File: src/rtl/pwm_pkg.sv
package pwm_pkg;

    typedef enum logic [1:0] {
        PLACE_CENTRE = 2'd0,
        PLACE_LEFT   = 2'd1,
        PLACE_RIGHT  = 2'd2
    } placement_e;

    // Edge bit 0 always means centred; the side bit only matters at an edge.
    function automatic placement_e place_of(input logic edge_sel, input logic side_sel);
        if (!edge_sel)
            return PLACE_CENTRE;
        else if (side_sel)
            return PLACE_RIGHT;
        else
            return PLACE_LEFT;
    endfunction

endpackage

File: src/rtl/pwm_capture.sv
module pwm_capture
    import pwm_pkg::*;
#(
    parameter int CODE_W = 8
) (
    input  logic              clk,
    input  logic              rst,
    input  logic              strobe_i,
    input  logic [CODE_W-1:0] code_i,
    input  logic              edge_i,
    input  logic              side_i,
    output logic [CODE_W-1:0] code_o,
    output placement_e        place_o
);

    typedef struct packed {
        logic [CODE_W-1:0] code;
        placement_e        place;
    } capture_t;

    capture_t stage_q;

    always_ff @(posedge clk) begin
        if (rst) begin
            stage_q.code  <= '0;
            stage_q.place <= PLACE_CENTRE;
        end else if (strobe_i) begin
            stage_q.code  <= code_i;
            stage_q.place <= place_of(edge_i, side_i);
        end
    end

    assign code_o  = stage_q.code;
    assign place_o = stage_q.place;

endmodule

File: src/rtl/pwm_decode.sv
module pwm_decode
    import pwm_pkg::*;
#(
    parameter int CODE_W = 8
) (
    input  logic [CODE_W-1:0] code_i,
    input  placement_e        place_i,
    output logic [CODE_W:0]   start_o,
    output logic [CODE_W:0]   stop_o,
    output logic              full_o
);

    localparam logic [CODE_W:0] PERIOD = (CODE_W+1)'(1) << CODE_W;

    logic [CODE_W:0] len;
    logic [CODE_W:0] spare;

    assign len   = {1'b0, code_i};
    assign spare = PERIOD - len;

    always_comb begin
        unique case (place_i)
            PLACE_LEFT:  start_o = '0;
            PLACE_RIGHT: start_o = spare;
            default:     start_o = spare >> 1;
        endcase
    end

    assign stop_o = start_o + len;
    assign full_o = &code_i;

endmodule

File: src/rtl/pwm_window.sv
module pwm_window #(
    parameter int CODE_W = 8
) (
    input  logic              clk,
    input  logic              rst,
    input  logic              strobe_i,
    input  logic [CODE_W:0]   start_i,
    input  logic [CODE_W:0]   stop_i,
    input  logic              full_i,
    output logic [CODE_W-1:0] tick_o,
    output logic [CODE_W:0]   win_start_o,
    output logic [CODE_W:0]   win_stop_o,
    output logic              win_full_o,
    output logic              hit_o
);

    typedef struct packed {
        logic [CODE_W:0] start;
        logic [CODE_W:0] stop;
        logic            full;
    } window_t;

    window_t           win_q;
    logic [CODE_W-1:0] tick_q;
    logic [CODE_W:0]   tick_ext;

    always_ff @(posedge clk) begin
        if (rst) begin
            win_q  <= '0;
            tick_q <= '0;
        end else if (strobe_i) begin
            win_q.start <= start_i;
            win_q.stop  <= stop_i;
            win_q.full  <= full_i;
            tick_q      <= '0;
        end else begin
            tick_q <= tick_q + 1'b1;
        end
    end

    assign tick_ext    = {1'b0, tick_q};
    assign hit_o       = win_q.full | ((tick_ext >= win_q.start) && (tick_ext < win_q.stop));
    assign tick_o      = tick_q;
    assign win_start_o = win_q.start;
    assign win_stop_o  = win_q.stop;
    assign win_full_o  = win_q.full;

endmodule

File: src/rtl/pwm_justified.sv
module pwm_justified
    import pwm_pkg::*;
#(
    parameter int CODE_W = 8
) (
    input  logic              clk,
    input  logic              rst,
    input  logic              pix_strobe_i,
    input  logic [CODE_W-1:0] code_i,
    input  logic              edge_place_i,
    input  logic              side_place_i,
    output logic              pulse_o
);

    logic [CODE_W-1:0] cap_code;
    placement_e        cap_place;
    logic [CODE_W:0]   dec_start;
    logic [CODE_W:0]   dec_stop;
    logic              dec_full;
    logic [CODE_W-1:0] tick_q;
    logic [CODE_W:0]   win_start;
    logic [CODE_W:0]   win_stop;
    logic              win_full;
    logic              hit;

    pwm_capture #(.CODE_W(CODE_W)) i_capture (
        .clk      (clk),
        .rst      (rst),
        .strobe_i (pix_strobe_i),
        .code_i   (code_i),
        .edge_i   (edge_place_i),
        .side_i   (side_place_i),
        .code_o   (cap_code),
        .place_o  (cap_place)
    );

    pwm_decode #(.CODE_W(CODE_W)) i_decode (
        .code_i  (cap_code),
        .place_i (cap_place),
        .start_o (dec_start),
        .stop_o  (dec_stop),
        .full_o  (dec_full)
    );

    pwm_window #(.CODE_W(CODE_W)) i_window (
        .clk         (clk),
        .rst         (rst),
        .strobe_i    (pix_strobe_i),
        .start_i     (dec_start),
        .stop_i      (dec_stop),
        .full_i      (dec_full),
        .tick_o      (tick_q),
        .win_start_o (win_start),
        .win_stop_o  (win_stop),
        .win_full_o  (win_full),
        .hit_o       (hit)
    );

    assign pulse_o = hit & ~rst;

endmodule

File: config.mk
export PLATFORM = sky130hd
export DESIGN_NAME = pwm_justified
export DESIGN_NICKNAME = d
export VERILOG_FILES = /design/src/rtl/pwm_pkg.sv /design/src/rtl/pwm_capture.sv /design/src/rtl/pwm_decode.sv /design/src/rtl/pwm_window.sv /design/src/rtl/pwm_justified.sv
export SDC_FILE = /design/constraint.sdc
export NUM_CORES = 1
export LEC_CHECK = 0
export CORE_UTILIZATION = 39
export CTS_BUF_LIST = sky130_fd_sc_hd__clkbuf_2 sky130_fd_sc_hd__clkbuf_4 sky130_fd_sc_hd__clkbuf_8
export DETAILED_ROUTE_END_ITERATION = 6
export HOLD_SLACK_MARGIN = 0.15
export SYNTH_ARGS = -nofsm -noshare
export SYNTH_HDL_FRONTEND = slang
export SYNTH_SLANG_ARGS = --single-unit
File: constraint.sdc
create_clock -name clk -period 7.5 [get_ports clk]
set_input_delay 1.125 -clock clk [delete_from_list [all_inputs] [get_ports clk]]
set_output_delay 1.125 -clock clk [all_outputs]
set_load 0.02 [all_outputs]
==> impl_metrics.ini <==
[final_layout]
layout_commonest_cell = nor2_1
final_cell_count_no_fill = 372
area_growth_pct = 12.7
final_area_um2 = 2680
drive_above_1_share_pct = 6.06
postLayoutCoreUtil_pct = 45.5
num_antenna_cells = 0
finalNetCount = 337
nFillCells = 617
final_cell_mix = nor2_1 (41), dfxtp_1 (37), ha_1 (27), inv_1 (22), a21oi_1 (21)

[worst_setup_path]
cp-start-kind = primary input
crit_fanout = 39
crit_path_cell_trace = clkdlybuf4s50_1 > buf_4 > nor4_1 > clkdlybuf4s50_1
worstPathRequired_ns = 6.38
reg2reg_depth = 13
max_stage_delay_ns = 0.66
worstPathArrival_ns = 2.81
endpoint_kind = output pin
r2r_start = i_capture.code_o[1]$_SDFFE_PP0P_
cp_slowest_cell = clkdlybuf4s50_1
crit_type = primary input to output pin
cpLargestDelayFamily = buffers and inverters
crit_buf_inv = 3
path_common_cell = clkdlybuf4s50_1
regToRegSetupSlack_ns = 4.21
r2r-end = i_window.win_stop_o[8]$_SDFFE_PP0P_

[route]
drt_iter0_drc = 119
avgRoutedWirePerCell_um = 13.5
dr_total_vias = 2009
via_per_inst = 5.40
dr.pass1.iters = 4
drc = 0
antenna_left = 0
wl_um = 5030

[floorplan]
coreArea_um2 = 5890
die_y_um = 80.1
dieArea_um2 = 6410
io_pins = 14
start_util_pct = 40.4
die_w_um = 80.1
placementRows = 28

[logic_synthesis]
synthArstFlopShare_pct = 0
synth_area_leaders = dfxtp_1 (31%), ha_1 (14%), nor2_1 (6.5%)
synth_fp_nets = 329
yosysSeqAreaShare_pct = 31.2
synth_area_um2 = 2380
synth_edf_count = 0
syn_inst = 288
synth.avg_cell_area_um2 = 8.25
synth_flop_cell = dfxtp_1
synth_warnings = 0
synth_top_cell_area_share_pct = 31.2
synth_top_cell_by_area = dfxtp_1
synth_cell_types = 51
ys_ff_latch = 37

[clock_network]
cts_buffer_depth = 2
cts_hold_buf = 0
clk_pin_slew_ns = 0.08
clockRootBuffer = clkbuf_8
post-cts-setup-buffers = 0
clock-sinks = 37
insertion_delay_ns = 0.29
cts-resized-gates = 0
cts_tree = yes
numCtsBuffers = 5
cts_max_level = 2

[min_path]
hold_class = flop to flop
whs_path_depth = 2
hold_end = i_capture.place_o[1]$_SDFFE_PP0P_
min-delay-start = i_capture.place_o[1]$_SDFFE_PP0P_

[global_route]
grt_pass1_vias = 1815
grt_max_degree = 40
antenna_found_initial = 0
grt_usage_pct = 17.1
grt_remaining_overflow = 0
grt_first_pass_wirelength_um = 8450

[power]
p_per_area_nw_per_um2 = 198
total_power_mw = 0.530
peakVddDrop_v = 0.0000938
p_leak_nw = 1.09

[sta]
tns_ns = 0
setup_viol = 0
hold_violations = 0
clock.fmax_mhz = 254
rsz0062_at_grt = false
drv_slew = 0
finClkSkew_ns = 0.00430
post-route-period-util_pct = 52.5
tightestPinTransition_ns = 0.589
relSlewSlack_pct = 60.4
period_needed_ns = 3.93

[placement]
hpwl_um = 3550
io_buffer_count = 13
place_congestion = 0.825
place_area_um2 = 2560
dp_cells = 364

[job]
cap_violations = 0

[run_status]
status = complete, no violations
## routing by layer
metal,up-vias,wire [um],global-route usage [%]
li1,1041,-,-
met1,931,2510,21.9
met2,31,2300,28.6
met3,6,157,3.41
met4,0,68,5.36
met5,-,0,0
## cells in the mapped netlist (3+ instances only)
cell type   n
a211oi_1    8
a21o_1      3
a21oi_1    21
buf_1       3
buf_2       4
clkbuf_1    7
dfxtp_1    37
ha_1       27
inv_1      22
mux2i_1    10
nand2_1    11
nand2b_1    4
nand3_1    11
nor2_1     41
nor2b_1     4
nor3_1      7
o21a_1      5
o21ai_0     9
o21ai_1     3
o31a_1      3
or4_1       3
xnor2_1     4
xor2_1      6
## stage by stage
stage	hold slack, ns	setup WS [ns]
2_1_floorplan	0.437	4.15
3_3_place_gp	0.456	3.54
3_5_place_dp	0.462	3.55
4_1_cts	0.472	3.55
5_1_grt	0.491	3.47
6_report	0.469	3.57
## cell type report
| cell class | instances | area (um2) | area share (%) |
|---|---|---|---|
| multi-input combinational | 214 | 1490 | 55.7 |
| sequential | 37 | 741 | 27.7 |
| timing repair buffer | 15 | 145 | 5.42 |
| tap | 75 | 93.8 | 3.50 |
| inverter | 23 | 86.3 | 3.22 |
| clock buffer | 6 | 82.6 | 3.08 |
| clock inverter | 2 | 37.5 | 1.40 |
## where the power goes
part	switching, mW	leakage [nW]	total, mW	internal, mW
clock	0.0783	0.0574	0.186	0.108
sequential	0.00995	0.304	0.219	0.209
combinational	0.0685	0.728	0.124	0.0559
total	0.157	1.09	0.530	0.373
## worst max-delay path by stage
stage	end	cells after the start	slack, ns	from
6_report	pulse_o	4	3.57	rst
4_1_cts	pulse_o	4	3.55	rst
3_3_place_gp	pulse_o	4	3.54	rst
3_5_place_dp	pulse_o	4	3.55	rst
5_1_grt	pulse_o	4	3.47	rst
2_1_floorplan	pulse_o	3	4.15	rst
## worst reg2reg max path, delay by kind of cell, from the launching register on
family | cells | cell delay, ns
AOI/OAI and AO/OA | 7 | 1.09
and+or+nand+nor | 3 | 1.04
adders and majority gates | 2 | 0.57
DFF | 1 | 0.38
buffers and inverters | 1 | 0.13
## flip-flops by register name, indices dropped and copies added (netlist names)
register              count
i_window.win_start_o      9
i_window.win_full_o       1
i_window.win_stop_o       9
i_capture.code_o          8
i_capture.place_o         2
i_window.tick_o           8
## cell families after synthesis
group                    synth area share [%]
AO/OA/AOI/OAI                            19.5
buffers and inverters                    6.05
XOR/XNOR                                 3.68
AND/OR/NAND/NOR                          20.3
multiplexers                             4.21
flip-flops                               31.2
adder cells (fa/ha/maj)                  15.1
(Power assumes the default switching activity.)
